===== src/rtl/smb_mgmt_pkg.sv =====
package smb_mgmt_pkg;
  typedef enum logic [2:0] {
    S_IDLE, S_ADDR, S_AACK, S_WR, S_WACK, S_RD, S_RACK
  } smb_state_e;
endpackage


===== src/rtl/smb_sync.sv =====
module smb_sync #(
  parameter int   W       = 2,
  parameter int   STAGES  = 2,
  parameter logic RST_VAL = 1'b1
) (
  input  logic         clk_i,
  input  logic         rst_ni,
  input  logic [W-1:0] d_i,
  output logic [W-1:0] q_o
);
  for (genvar g = 0; g < W; g++) begin : g_bit
    logic [STAGES-1:0] pipe_q;
    always_ff @(posedge clk_i or negedge rst_ni) begin
      if (!rst_ni) pipe_q <= {STAGES{RST_VAL}};
      else         pipe_q <= {pipe_q[STAGES-2:0], d_i[g]};
    end
    assign q_o[g] = pipe_q[STAGES-1];
  end
endmodule


===== src/rtl/smb_reg_file.sv =====
module smb_reg_file #(
  parameter int DW = 8,
  parameter int SW = 4
) (
  input  logic          clk_i,
  input  logic          rst_ni,
  input  logic          hw_rst_i,
  input  logic          isolate_i,
  input  logic          wake_i,
  input  logic          sw_rst_i,
  input  logic          wr_en_i,
  input  logic [DW-1:0] wr_data_i,
  input  logic          stat_rd_i,
  output logic          init_evt_o,
  output logic [DW-1:0] stat_byte_o,
  output logic [DW-1:0] ctrl_byte_o,
  output logic          alert_no,
  output logic          rx_en_o,
  output logic [SW-1:0] stat_o
);
  localparam int PadW = DW - 1 - SW;

  logic          iso_q, init_q, alert_q, rx_en_q;
  logic [SW-1:0] stat_q;
  logic          iso_fall, hard_evt;

  assign iso_fall   = iso_q & ~isolate_i;
  assign hard_evt   = hw_rst_i | iso_fall | wake_i;
  assign init_evt_o = hard_evt | sw_rst_i;

  always_ff @(posedge clk_i or negedge rst_ni) begin
    if (!rst_ni) begin
      iso_q   <= 1'b0;
      init_q  <= 1'b0;
      alert_q <= 1'b0;
      rx_en_q <= 1'b0;
      stat_q  <= '0;
    end else begin
      iso_q <= isolate_i;
      if (hard_evt) begin
        rx_en_q <= 1'b0;
        stat_q  <= '0;
      end else if (wr_en_i) begin
        rx_en_q <= wr_data_i[0];
        stat_q  <= wr_data_i[DW-1 -: SW];
      end
      // set wins over the clearing read
      if (wake_i || sw_rst_i) init_q <= 1'b1;
      else if (stat_rd_i)     init_q <= 1'b0;
      if (wake_i)             alert_q <= 1'b1;
      else if (stat_rd_i)     alert_q <= 1'b0;
    end
  end

  assign stat_byte_o = {init_q, {PadW{1'b0}}, stat_q};
  assign ctrl_byte_o = {{(DW-1){1'b0}}, rx_en_q};
  assign alert_no    = ~alert_q;
  assign rx_en_o     = rx_en_q;
  assign stat_o      = stat_q;

  assert_alert_wake_R5: assert property (@(posedge clk_i) disable iff (!rst_ni)
    $fell(alert_no) |-> $past(wake_i));
  assert_hard_clear_R7: assert property (@(posedge clk_i) disable iff (!rst_ni)
    hard_evt |=> (!rx_en_o && stat_o == '0));
  assert_sw_keep_R6: assert property (@(posedge clk_i) disable iff (!rst_ni)
    (sw_rst_i && !hard_evt && !wr_en_i) |=> ($stable(stat_o) && $stable(rx_en_o)));
  assert_init_clear_R8: assert property (@(posedge clk_i) disable iff (!rst_ni)
    (stat_rd_i && !wake_i && !sw_rst_i) |=> (!stat_byte_o[DW-1] && alert_no));
endmodule


===== src/rtl/smb_bit_engine.sv =====
module smb_bit_engine
  import smb_mgmt_pkg::*;
#(
  parameter int         DW       = 8,
  parameter logic [6:0] SLV_ADDR = 7'h2C
) (
  input  logic          clk_i,
  input  logic          rst_ni,
  input  logic          scl_s_i,
  input  logic          sda_s_i,
  input  logic          init_evt_i,
  input  logic [DW-1:0] stat_byte_i,
  input  logic [DW-1:0] ctrl_byte_i,
  output logic          wr_en_o,
  output logic [DW-1:0] wr_data_o,
  output logic          stat_rd_o,
  output logic          sda_oe_o
);
  localparam int            CW    = $clog2(DW + 1);
  localparam logic [CW-1:0] BIT_N = CW'(DW);

  smb_state_e    state_q;
  logic [CW-1:0] cnt_q;
  logic [DW-1:0] shift_q, load_byte;
  logic          scl_d, sda_d, sda_oe_q, abort_q, rw_q, nack_q, rd_first_q;
  logic          scl_rise, scl_fall, start_det, stop_det, abort_eff, addr_hit, byte_end;

  assign scl_rise  = scl_s_i & ~scl_d;
  assign scl_fall  = ~scl_s_i & scl_d;
  assign start_det = scl_s_i & scl_d & sda_d & ~sda_s_i;
  assign stop_det  = scl_s_i & scl_d & ~sda_d & sda_s_i;
  assign abort_eff = abort_q | init_evt_i;
  assign addr_hit  = (shift_q[DW-1:1] == SLV_ADDR);
  assign byte_end  = scl_fall && (cnt_q == BIT_N);
  assign load_byte = abort_eff ? '0 : (rd_first_q ? stat_byte_i : ctrl_byte_i);

  assign wr_en_o   = (state_q == S_WR) && byte_end && !abort_eff;
  assign wr_data_o = shift_q;
  assign stat_rd_o = (state_q == S_AACK) && scl_fall && rw_q && !abort_eff;
  assign sda_oe_o  = sda_oe_q;

  always_ff @(posedge clk_i or negedge rst_ni) begin
    if (!rst_ni) begin
      state_q <= S_IDLE; cnt_q <= '0; shift_q <= '0;
      scl_d <= 1'b1; sda_d <= 1'b1; sda_oe_q <= 1'b0;
      abort_q <= 1'b0; rw_q <= 1'b0; nack_q <= 1'b0; rd_first_q <= 1'b0;
    end else begin
      scl_d <= scl_s_i;
      sda_d <= sda_s_i;
      if (start_det) begin
        state_q <= S_ADDR; cnt_q <= '0; abort_q <= 1'b0; sda_oe_q <= 1'b0;
      end else if (stop_det) begin
        state_q <= S_IDLE; abort_q <= 1'b0; sda_oe_q <= 1'b0;
      end else begin
        unique case (state_q)
          S_ADDR, S_WR: begin
            if (scl_rise && cnt_q != BIT_N) begin
              shift_q <= {shift_q[DW-2:0], sda_s_i};
              cnt_q   <= cnt_q + 1'b1;
            end else if (byte_end) begin
              cnt_q <= '0;
              if (state_q == S_WR) begin
                state_q  <= S_WACK;
                sda_oe_q <= ~abort_eff;
              end else if (addr_hit && !abort_eff) begin
                state_q <= S_AACK; sda_oe_q <= 1'b1;
                rw_q <= shift_q[0]; rd_first_q <= 1'b1;
              end else begin
                state_q <= S_IDLE;
              end
            end
          end
          S_AACK: if (scl_fall) begin
            cnt_q <= '0;
            if (rw_q) begin
              state_q <= S_RD; shift_q <= load_byte;
              sda_oe_q <= ~load_byte[DW-1]; rd_first_q <= 1'b0;
            end else begin
              state_q <= S_WR; sda_oe_q <= 1'b0;
            end
          end
          S_WACK: if (scl_fall) begin
            state_q <= S_WR; sda_oe_q <= 1'b0;
          end
          S_RD: begin
            if (scl_rise && cnt_q != BIT_N) cnt_q <= cnt_q + 1'b1;
            else if (byte_end) begin
              state_q <= S_RACK; sda_oe_q <= 1'b0; cnt_q <= '0;
            end else if (scl_fall) begin
              shift_q  <= {shift_q[DW-2:0], 1'b0};
              sda_oe_q <= ~shift_q[DW-2];
            end
          end
          S_RACK: begin
            if (scl_rise) nack_q <= sda_s_i;
            else if (scl_fall) begin
              if (nack_q) state_q <= S_IDLE;
              else begin
                state_q <= S_RD; shift_q <= load_byte;
                sda_oe_q <= ~load_byte[DW-1];
              end
            end
          end
          default: ;
        endcase
      end
      // abort: the rest of the current read byte turns to zeros
      if (init_evt_i && state_q == S_RD) shift_q <= '0;
      if (init_evt_i && state_q != S_IDLE) abort_q <= 1'b1;
    end
  end

  assert_sda_scl_low_R4: assert property (@(posedge clk_i) disable iff (!rst_ni)
    !$stable(sda_oe_o) |-> !$past(scl_s_i));
  assert_abort_no_write_R10: assert property (@(posedge clk_i) disable iff (!rst_ni)
    abort_q |-> !wr_en_o);
  assert_abort_clear_R11: assert property (@(posedge clk_i) disable iff (!rst_ni)
    ((start_det || stop_det) && !init_evt_i) |=> !abort_q);
  assert_nack_foreign_R1: assert property (@(posedge clk_i) disable iff (!rst_ni)
    (state_q == S_ADDR && byte_end && !addr_hit) |=> !sda_oe_o);
endmodule


===== src/rtl/smb_mgmt_slave.sv =====
module smb_mgmt_slave #(
  parameter int         DW       = 8,
  parameter int         SW       = 4,
  parameter logic [6:0] SLV_ADDR = 7'h2C
) (
  input  logic          clk_i,
  input  logic          rst_ni,
  input  logic          scl_i,
  input  logic          sda_i,
  output logic          sda_oe_o,
  output logic          alert_no,
  input  logic          hw_rst_i,
  input  logic          isolate_i,
  input  logic          wake_i,
  input  logic          sw_rst_i,
  output logic          rx_en_o,
  output logic [SW-1:0] stat_o
);
  logic [1:0]    bus_s;
  logic          init_evt, wr_en, stat_rd;
  logic [DW-1:0] wr_data, stat_byte, ctrl_byte;

  smb_sync #(.W(2), .STAGES(2), .RST_VAL(1'b1)) u_sync (
    .clk_i, .rst_ni, .d_i({scl_i, sda_i}), .q_o(bus_s)
  );

  smb_bit_engine #(.DW(DW), .SLV_ADDR(SLV_ADDR)) u_engine (
    .clk_i, .rst_ni,
    .scl_s_i(bus_s[1]), .sda_s_i(bus_s[0]),
    .init_evt_i(init_evt), .stat_byte_i(stat_byte), .ctrl_byte_i(ctrl_byte),
    .wr_en_o(wr_en), .wr_data_o(wr_data), .stat_rd_o(stat_rd), .sda_oe_o
  );

  smb_reg_file #(.DW(DW), .SW(SW)) u_regs (
    .clk_i, .rst_ni, .hw_rst_i, .isolate_i, .wake_i, .sw_rst_i,
    .wr_en_i(wr_en), .wr_data_i(wr_data), .stat_rd_i(stat_rd),
    .init_evt_o(init_evt), .stat_byte_o(stat_byte), .ctrl_byte_o(ctrl_byte),
    .alert_no, .rx_en_o, .stat_o
  );
endmodule


===== config.mk =====
export PLATFORM = sky130hd
export DESIGN_NAME = smb_mgmt_slave
export DESIGN_NICKNAME = d
export VERILOG_FILES = /design/src/rtl/smb_mgmt_pkg.sv /design/src/rtl/smb_sync.sv /design/src/rtl/smb_reg_file.sv /design/src/rtl/smb_bit_engine.sv /design/src/rtl/smb_mgmt_slave.sv
export SDC_FILE = /design/constraint.sdc
export NUM_CORES = 1
export LEC_CHECK = 0
export BUFFER_PORTS_ARGS = -buffer_cell sky130_fd_sc_hd__clkbuf_2
export CAP_MARGIN = 20
export CORE_MARGIN = 3
export CORE_UTILIZATION = 41
export CTS_CLUSTER_SIZE = 28
export DETAILED_ROUTE_END_ITERATION = 10
export PLACE_DENSITY = 0.59
export SLEW_MARGIN = 20
export SYNTH_ARGS = -nofsm -noshare
export SYNTH_HDL_FRONTEND = slang
export SYNTH_SLANG_ARGS = --single-unit

===== constraint.sdc =====
create_clock -name clk_i -period 3.87 [get_ports clk_i]
set_input_delay 0.1935 -clock clk_i [delete_from_list [all_inputs] [get_ports clk_i]]
set_output_delay 0.1935 -clock clk_i [all_outputs]
set_load 0.01 [all_outputs]

==> impl_metrics.json, run 1 <==
{
  "crit_chain": "a21boi_0 > and3_1 > a311oi_4 > o31ai_1 > mux2_4",
  "first_global_vias": 1549,
  "holdWs_ps": -15.37,
  "antenna_found_initial": 0,
  "finClkSkew_ps": 8.884,
  "grt_first_pass_wirelength_um": 7527,
  "die_w_um": 74.47,
  "tritoncts": "yes",
  "grt-ovfl-total": 0,
  "worstMarginPinSlew_ps": 825.9,
  "coreArea_sq_um": 4444,
  "port_buffers": 14,
  "finalSetupViolations": 0,
  "ys_ff_latch": 34,
  "rrSetupSlack_ps": 1530,
  "run_status": "complete, but fails checks",
  "antenna_cells": 0,
  "setup_slack_ps": 1528,
  "synth-edff-count": 0,
  "cts_buffers": 5,
  "p_per_area_nw_per_um2": 572.2,
  "worstHoldPathType": "in2async",
  "slew-limit-headroom_pct": 44.94,
  "nFillCells": 416,
  "grt_max_degree": 35,
  "fmax_mhz": 427.1,
  "synthToLayoutAreaGrowth_pct": 12.24,
  "setup_tns_ps": 0,
  "rows": 24,
  "syn-num-nets": 198,
  "finalNetCount": 216,
  "seqCellArea_sq_um": 858.3,
  "syn_avg_cell_area_sq_um": 10.22,
  "via_per_inst": 6.069,
  "hold_viol_final": 28,
  "period_minus_slack_ps": 2342,
  "multi_input_area_sq_um": 985.9,
  "cts_max_level": 2,
  "rsz0062_at_grt": "no",
  "synth_seq_area_share_pct": 44.66,
  "required_ps": 4050,
  "power.leakage_nw": 0.9012,
  "fin_area_sq_um": 2157,
  "drt_iter0_markers": 134,
  "worstPathArrival_ps": 2520,
  "gp_congestion": 0.8778,
  "pre_cts_ws_ps": 1596,
  "die_y_um": 74.47,
  "violations": "negative hold slack",
  "grt.total_usage_pct": 17.93,
  "post_cts_buffers": 0,
  "ioPinCount": 15,
  "num_vias": 1572,
  "clk_path_buf_depth": 2,
  "criticalPathCategory": "reg2reg",
  "r2r-end": "u_engine.state_q[0]$_DFFE_PN0P_",
  "yosys_warnings": 0,
  "synth_flop_cell": "dfrtp_1",
  "final_antenna_net_count": 0,
  "post-dp-hpwl_um": 3258,
  "crit_slowest_cell": "dfrtp_1",
  "cp-start-kind": "register",
  "drc": 0,
  "fin_crit_sh_pct": 60.50,
  "clockRootBuffer": "clkbuf_8",
  "vdd_ir_drop_max_v": 0.0003531,
  "initial_core_util_pct": 43.24,
  "wl_per_cell_um": 17.22,
  "synthArstFlopShare_pct": 100.0,
  "post_dp_cell_area_sq_um": 2021,
  "cap_violations": 0,
  "cp_max_fo": 23,
  "critPathMaxStageDelay_ps": 790,
  "clk_latency_ps": 300,
  "cts_resized": 0,
  "ys_types": 56,
  "layout-drive-gt1-share_pct": 19.81,
  "endpoint_kind": "register",
  "dr.pass1.iters": 5,
  "clk_pin_slew_ps": 70,
  "die_area_sq_um": 5545,
  "fin_util_pct": 48.54,
  "routed_wl_um": 4459,
  "synth_cells": 188,
  "drv_slew": 0,
  "r2r-start": "u_engine.state_q[2]$_DFFE_PN0P_",
  "reg2regPathDepth": 5,
  "syn_area_sq_um": 1922,
  "clock-sinks": 34
}
## where the power goes
part           total (mW)  internal, mW  leakage (nW)  switching (mW)
logic               0.366         0.177         0.420           0.189
registers           0.530         0.428         0.423           0.102
clock network       0.338         0.210        0.0585           0.128
total                1.23         0.815         0.901           0.419
## worst max-delay path by stage
stage | to | start | cells after the start | slack, ps
after floorplan | u_engine.wr_data_o[1]$_DFFE_PN0P_ | u_engine.cnt_q[0]$_DFFE_PN0P_ | 7 | 2000
final | u_engine.state_q[0]$_DFFE_PN0P_ | u_engine.state_q[2]$_DFFE_PN0P_ | 5 | 1530
after CTS | u_engine.state_q[0]$_DFFE_PN0P_ | u_engine.state_q[2]$_DFFE_PN0P_ | 5 | 1580
after global routing | u_engine.state_q[0]$_DFFE_PN0P_ | u_engine.state_q[2]$_DFFE_PN0P_ | 5 | 1390
after detailed placement | u_engine.state_q[0]$_DFFE_PN0P_ | u_engine.state_q[2]$_DFFE_PN0P_ | 5 | 1600
after global placement | u_engine.state_q[0]$_DFFE_PN0P_ | u_engine.state_q[2]$_DFFE_PN0P_ | 5 | 1700
## kinds of logic after synthesis
family / after synthesis / synth area share [%]
multiplexers: 13 / 7.487
buffers and inverters: 16 / 4.036
XOR/XNOR: 3 / 1.367
AO/OA/AOI/OAI: 54 / 20.83
flip-flops: 34 / 44.66
AND/OR/NAND/NOR: 66 / 20.31
adder cells (fa/ha/maj): 2 / 1.302
## layer usage
layer	part of all wire, %	up-vias	track usage (%)	wire [um]
met5	0	-	0	0
met4	2.4	0	7.905	108
met3	3.4	11	4.054	152
met2	45	37	25.95	1995
met1	49	788	25.52	2202
li1	-	736	-	-
## per-stage QoR
| step | std cells | total power, mW | hold WS (ps) |
|---|---|---|---|
| floorplan | 188 | 0.7990 | -102.1 |
| global placement | 249 | 0.8846 | 281.1 |
| detailed placement | 249 | 0.8943 | 283.9 |
| CTS | 259 | 1.238 | 17.84 |
| global route | 259 | 1.312 | 42.78 |
| finish | 259 | 1.234 | -15.37 |
## final cells by class
class                   count  area share [%]
repair buffers             16           4.176
multi-input cells         138           45.71
clock inverters             1           1.392
inverters                  11           1.914
well taps                  52           3.016
flip-flops and latches     34           39.79
clock buffers               7           4.002
## critical path, delay by kind of cell, from the launching register on
kind	cells	cell delay, ps
DFF	1	790
muxes	1	320
AOI/OAI and AO/OA	3	800
and+or+nand+nor	1	300
## cell usage in the layout (no fill, tap or decap), types with 2 or more instances in the layout
| master | count |
|---|---|
| dfrtp_1 | 28 |
| o21ai_0 | 15 |
| clkbuf_2 | 14 |
| nand3_1 | 13 |
| inv_1 | 10 |
| nand2_1 | 9 |
| nor2_1 | 9 |
| a22o_1 | 8 |
| nand2b_1 | 6 |
| clkbuf_8 | 6 |
| dfstp_2 | 6 |
| mux2i_1 | 5 |
| nor3_1 | 4 |
| and3_1 | 4 |
| mux2_1 | 4 |
| a31oi_1 | 4 |
| nor2b_1 | 3 |
| mux2_2 | 3 |
| nand3b_1 | 3 |
| o31ai_1 | 3 |
| xor2_1 | 2 |
| and2b_1 | 2 |
| a22oi_1 | 2 |
| a211oi_1 | 2 |
| o21a_1 | 2 |
| a21o_1 | 2 |
| a21oi_1 | 2 |
| o211ai_1 | 2 |
| nand3_2 | 2 |
| o22ai_1 | 2 |
| ha_1 | 2 |
| dlygate4sd3_1 | 2 |
## Yosys cell counts (2+ instances only)
master	instances	area [sq um]
o31ai_1	3	22.52
a21oi_1	2	10.01
and3_1	4	25.02
a22oi_1	2	15.01
buf_6	2	22.52
a31oi_1	4	25.02
o21a_1	2	15.01
nor2b_1	3	18.77
nand3_1	13	65.06
ha_1	2	25.02
mux2_1	4	45.04
o211ai_1	2	15.01
nand2_1	9	33.78
a22o_1	8	70.07
nor3_1	4	20.02
xor2_1	2	17.52
mux2i_1	5	50.05
a211oi_1	2	15.01
mux2_2	3	33.78
dfrtp_1	28	700.7
o21ai_0	15	75.07
nor2_1	9	33.78
nand2b_1	6	37.54
o22ai_1	2	12.51
nand3_2	2	20.02
dfstp_2	6	157.7
a21o_1	2	15.01
buf_2	2	10.01
inv_1	10	37.54
and2b_1	2	15.01
nand3b_1	3	22.52
## what timing repair did
item | in CTS | in global routing
endpoints found under the hold margin | 2 | 0
hold buffers | 2 | 0
endpoints found under the setup margin | 0 | 0
## state kept, by name, indices dropped and copies added, names as in the netlist
| name | count |
|---|---|
| u_engine.abort_q | 1 |
| u_engine.cnt_q | 4 |
| u_engine.state_q | 3 |
| u_engine.sda_oe_o | 1 |
| u_regs.init_q | 1 |
| u_engine.scl_d | 1 |
| u_regs.alert_q | 1 |
| u_regs.rx_en_o | 1 |
| u_engine.sda_d | 1 |
| u_engine.rd_first_q | 1 |
| u_engine.rw_q | 1 |
| u_engine.nack_q | 1 |
| u_sync.g_bit.pipe_q | 4 |
| u_engine.wr_data_o | 8 |
| u_regs.iso_q | 1 |
| u_regs.stat_o | 4 |
(Power assumes the default switching activity.)
==> inputs of run 2 (changes only) <==
--- a/config.mk
+++ b/config.mk
@@ -11,7 +11,7 @@
 export CORE_UTILIZATION = 41
 export CTS_CLUSTER_SIZE = 28
 export DETAILED_ROUTE_END_ITERATION = 10
-export PLACE_DENSITY = 0.59
+export PLACE_DENSITY = 0.61
 export SLEW_MARGIN = 20
 export SYNTH_ARGS = -nofsm -noshare
 export SYNTH_HDL_FRONTEND = slang
==> constraint.sdc (replaced) <==
create_clock -name clk_i -period 2 [get_ports clk_i]
set_input_delay 0.1 -clock clk_i [delete_from_list [all_inputs] [get_ports clk_i]]
set_output_delay 0.1 -clock clk_i [all_outputs]
set_load 0.01 [all_outputs]
==> run 2 against run 1 <==
The run now ends clean. Count of clock-buffer cells in the layout unchanged. Critical endpoint is now u_engine.sda_oe_o$_DFFE_PN0P_. Register-to-register slack worse by 1400 ps. Largest cell class unchanged. Largest power group unchanged. Via count up 3.8%.
==> impl_metrics.json, run 2 (synthesized netlist as in run 1, its figures left out) <==
{
  "rsz0062_at_grt": "yes",
  "p_per_area_nw_per_um2": 1044,
  "vdd_ir_drop_max_v": 0.0006554,
  "finalPower_mw": 2.434,
  "ioPinCount": 15,
  "port_buffers": 14,
  "fin_crit_sh_pct": 95.81,
  "die_w_um": 74.47,
  "finalSetupViolations": 0,
  "drv_slew": 0,
  "wl_per_cell_um": 16.29,
  "final_antenna_net_count": 0,
  "die_y_um": 74.47,
  "grt_max_degree": 35,
  "busiest_layer": "met2",
  "slew-limit-headroom_pct": 45.20,
  "grt_first_pass_wirelength_um": 7617,
  "hp-start": "sw_rst_i",
  "gp_congestion": 0.9097,
  "fin_util_pct": 52.45,
  "finClkSkew_ps": 7.603,
  "largest_reg_flops": 8,
  "cp_max_fo": 8,
  "endpoint_kind": "register",
  "antenna_cells": 0,
  "synthToLayoutAreaGrowth_pct": 21.29,
  "hold_viol_final": 0,
  "clk_pin_slew_ps": 70,
  "gr-usage-met1_pct": 25.93,
  "finalNetCount": 236,
  "clk_latency_ps": 280,
  "cts_max_level": 2,
  "r2r-end": "u_engine.sda_oe_o$_DFFE_PN0P_",
  "hold-path-cell-count": 2,
  "worstHoldPathType": "in2reg",
  "reg2regPathDepth": 5,
  "final_common_cell": "dfrtp_1",
  "run_status": "completed",
  "power.leakage_nw": 0.9956,
  "criticalPathCategory": "reg2reg",
  "layout-drive-gt1-share_pct": 30.40,
  "period_minus_slack_ps": 1916,
  "grt.total_usage_pct": 17.94,
  "worstMarginPinSlew_ps": 821.9,
  "first_global_vias": 1618,
  "setup_tns_ps": 0,
  "rows": 24,
  "required_ps": 2170,
  "worstPathArrival_ps": 2090,
  "coreArea_sq_um": 4444,
  "rrSetupSlack_ps": 80,
  "hold_end": "u_regs.init_q$_DFFE_PN0P_",
  "fmax_mhz": 521.8,
  "grtUsageMet3_pct": 4.054,
  "die_area_sq_um": 5545,
  "drt_iter0_markers": 168,
  "grt-ovfl-total": 0,
  "via_per_inst": 5.846,
  "num_vias": 1631,
  "clock-sinks": 34,
  "drc": 0,
  "cts_buffers": 5,
  "tritoncts": "yes",
  "cp-start-kind": "register",
  "cap_violations": 0,
  "r2r-start": "u_engine.scl_d$_DFF_PN1_",
  "routed_wl_um": 4544,
  "clockRootBuffer": "clkbuf_8",
  "clk_path_buf_depth": 2,
  "initial_core_util_pct": 43.24,
  "antenna_found_initial": 0,
  "grt_use_met2_pct": 26.44,
  "final_cell_mix": "dfrtp_1, buf_4, o21ai_0, clkbuf_2, nand3_1",
  "dr.pass1.iters": 4,
  "post-dp-hpwl_um": 3377
}
-- run 2: area by class of cell --
cell class | count | area, sq um
Multi-Input combinational cell | 138 | 1028
Inverter | 11 | 41.29
Clock buffer | 7 | 86.33
Clock inverter | 1 | 5.005
Timing Repair Buffer | 36 | 245.2
Fill cell | 412 | 2113
Sequential cell | 34 | 859.6
Tap cell | 52 | 65.06
-- run 2: how the worst max path moves through the flow --
stage,end,from,cells after the start
finish,u_engine.sda_oe_o$_DFFE_PN0P_,u_engine.scl_d$_DFF_PN1_,5
global route,u_engine.sda_oe_o$_DFFE_PN0P_,u_engine.cnt_q[1]$_DFFE_PN0P_,7
CTS,u_engine.wr_data_o[1]$_DFFE_PN0P_,u_engine.cnt_q[0]$_DFFE_PN0P_,7
detailed placement,u_engine.wr_data_o[1]$_DFFE_PN0P_,u_engine.cnt_q[0]$_DFFE_PN0P_,7
global placement,u_engine.wr_data_o[2]$_DFFE_PN0P_,u_engine.cnt_q[0]$_DFFE_PN0P_,7
floorplan,u_engine.wr_data_o[1]$_DFFE_PN0P_,u_engine.cnt_q[0]$_DFFE_PN0P_,7
-- run 2: critical path: stages (launching register included) --
cell      delay (ps)
dfstp_2          600
and2b_2          250
nand3_2          120
a311oi_4         360
o211ai_1         160
mux2_1           320
-- run 2: metal layers --
| metal | up-vias | part of all wire [%] |
|---|---|---|
| met4 | 0 | 1.9 |
| met1 | 809 | 47 |
| met3 | 9 | 4.4 |
| met5 | - | 0 |
| met2 | 45 | 47 |
| li1 | 768 | - |
-- run 2: repair_timing --
item | in CTS | in global routing
endpoints found under the hold margin | 31 | 0
endpoints found under the setup margin | 2 | 11
pin swaps | 1 | 3
hold buffers | 4 | 0
resized for setup | 0 | 12
setup buffers | 2 | 0
-- run 2: stage by stage --
step | instance area (sq um) | setup WS (ps) | instances | hold slack (ps)
after global routing | 2331 | -30.56 | 279 | 56.34
after CTS | 2287 | 3.730 | 279 | 49.30
after detailed placement | 2141 | -0.4343 | 265 | 189.7
after global placement | 2141 | 57.46 | 265 | 189.0
after floorplan | 1922 | 129.1 | 188 | -195.6
final | 2331 | 83.71 | 279 | 62.20
-- run 2: power breakdown --
group          internal, mW  leakage, nW  total (mW)  switching (mW)
logic                 0.467        0.526       0.925           0.457
registers             0.831        0.422       0.982           0.151
clock network         0.278       0.0482       0.527           0.249
total                  1.58        0.996        2.43           0.858
==> inputs of run 3 (changes only) <==
--- a/config.mk
+++ b/config.mk
@@ -6,12 +6,12 @@
 export NUM_CORES = 1
 export LEC_CHECK = 0
 export BUFFER_PORTS_ARGS = -buffer_cell sky130_fd_sc_hd__clkbuf_2
-export CAP_MARGIN = 20
 export CORE_MARGIN = 3
 export CORE_UTILIZATION = 41
 export CTS_CLUSTER_SIZE = 28
 export DETAILED_ROUTE_END_ITERATION = 10
 export PLACE_DENSITY = 0.61
+export REMOVE_ABC_BUFFERS = 1
 export SLEW_MARGIN = 20
 export SYNTH_ARGS = -nofsm -noshare
 export SYNTH_HDL_FRONTEND = slang
==> run 3 against run 2 <==
Register-to-register slack got worse by 20 ps. Hold slack got worse by 2.6 ps. Largest cell class unchanged. Sequential share of layout area fell by 0.35 points. Count of clock-buffer cells in the layout fell by 1.
==> impl_metrics.json, run 3 (synthesized netlist as in run 1, its figures left out) <==
{
  "run_status": "completed",
  "clk_latency_ps": 290,
  "required_ps": 2180,
  "period_minus_slack_ps": 1933,
  "clockRootBuffer": "clkbuf_8",
  "grt_max_degree": 35,
  "synthToLayoutAreaGrowth_pct": 22.46,
  "via_per_inst": 5.829,
  "drc": 0,
  "coreArea_sq_um": 4444,
  "clk_path_buf_depth": 2,
  "cts_max_level": 2,
  "grt-ovfl-total": 0,
  "grt_first_pass_wirelength_um": 7700,
  "layout-drive-gt1-share_pct": 30.13,
  "hp-start": "sw_rst_i",
  "clk_pin_slew_ps": 70,
  "final_antenna_net_count": 0,
  "largest_reg_flops": 8,
  "antenna_cells": 0,
  "finClkSkew_ps": 3.580,
  "gr-usage-met1_pct": 26.37,
  "dr.pass1.iters": 4,
  "initial_core_util_pct": 43.24,
  "grt.total_usage_pct": 18.14,
  "worstHoldPathType": "in2reg",
  "cp-start-kind": "register",
  "cp_max_fo": 5,
  "gp_congestion": 0.9365,
  "cts_buffers": 5,
  "worstPathArrival_ps": 2110,
  "die_w_um": 74.47,
  "finalSetupViolations": 0,
  "post-dp-hpwl_um": 3282,
  "busiest_layer": "met1",
  "tritoncts": "yes",
  "cap_violations": 0,
  "pre_cts_ws_ps": 25.31,
  "grtUsageMet3_pct": 4.189,
  "power.leakage_nw": 1.006,
  "dp.cells": 267,
  "first_global_vias": 1595,
  "p_per_area_nw_per_um2": 1042,
  "hold_viol_final": 0,
  "setup_slack_ps": 66.91,
  "antenna_found_initial": 0,
  "holdWs_ps": 59.59,
  "worstMarginPinSlew_ps": 843.5,
  "drv_slew": 0,
  "final_cell_mix": "dfrtp_1, buf_4, o21ai_0, clkbuf_2, nand3_1",
  "endpoint_kind": "register",
  "fin_crit_sh_pct": 96.65,
  "crit_path_start": "u_engine.cnt_q[0]$_DFFE_PN0P_",
  "vdd_ir_drop_max_v": 0.0004926,
  "die_area_sq_um": 5545,
  "grt_use_met2_pct": 25.76,
  "clock-sinks": 34,
  "final_cells": 281,
  "drt_iter0_markers": 157,
  "rows": 24,
  "wl_per_cell_um": 16.04,
  "finalNetCount": 238,
  "slew-limit-headroom_pct": 43.77,
  "num_vias": 1638,
  "fmax_mhz": 517.3,
  "final_common_cell": "dfrtp_1",
  "routed_wl_um": 4507,
  "criticalPathCategory": "reg2reg",
  "die_y_um": 74.47,
  "r2r-start": "u_engine.cnt_q[0]$_DFFE_PN0P_",
  "port_buffers": 14,
  "ioPinCount": 15,
  "rsz0062_at_grt": "yes"
}
## run 3: area by class of cell
type	count	area (sq um)
fill	399	2091
multi-input combinational	138	1028
sequential	34	859.6
timing repair buffer	38	260.3
clock buffer	6	82.58
tap	52	65.06
inverter	11	41.29
clock inverter	2	16.27
## run 3: worst max-delay path: stages, from the launching register on
cell and delay (ps):
dfrtp_1 390, inv_1 60, ha_1 160, and3b_2 270, a31oi_2 130, a311oi_4 320
o31ai_1 180, mux2_4 320
## run 3: repair_timing
item                       CTS  global route
resized for setup            0            10
hold endpoints to repair    31             0
setup endpoints to repair    0            10
buffers inserted             0             2
hold buffers                 4             0
## run 3: final timing paths
path	end	slack (ps)	cells after the start
setup / recovery	u_engine.state_q[0]$_DFFE_PN0P_	70	7
hold / removal	u_regs.init_q$_DFFE_PN0P_	60	2
setup reg to reg	u_engine.state_q[0]$_DFFE_PN0P_	70	7
hold reg to reg	u_sync.g_bit[0].pipe_q[1]$_DFF_PN1_	360	0
max in group asynchronous	u_engine.state_q[2]$_DFFE_PN0P_	980	2
min in group asynchronous	u_engine.abort_q$_DFFE_PN0P_	450	2
## run 3: metal layers
metal	wire length, um	part of all wire, %
met5	0	0
met4	89	2.0
met3	232	5.1
met2	2055	46
met1	2130	47
## run 3: report_power, final
| group | switching, mW | total [mW] | internal, mW |
|---|---|---|---|
| Combinational | 0.455 | 0.925 | 0.470 |
| Sequential | 0.145 | 0.975 | 0.830 |
| Clock | 0.269 | 0.552 | 0.283 |
## run 3: metrics by stage
step                instance area, sq um  power, mW  util, %  setup TNS, ps
global placement                    2156      1.817    48.51              0
finish                              2354      2.453    52.96              0
global route                        2354      2.622    52.96         -16.68
floorplan                           1886      1.517        -              0
detailed placement                  2156      1.827    48.51              0
CTS                                 2295      2.403    51.63              0
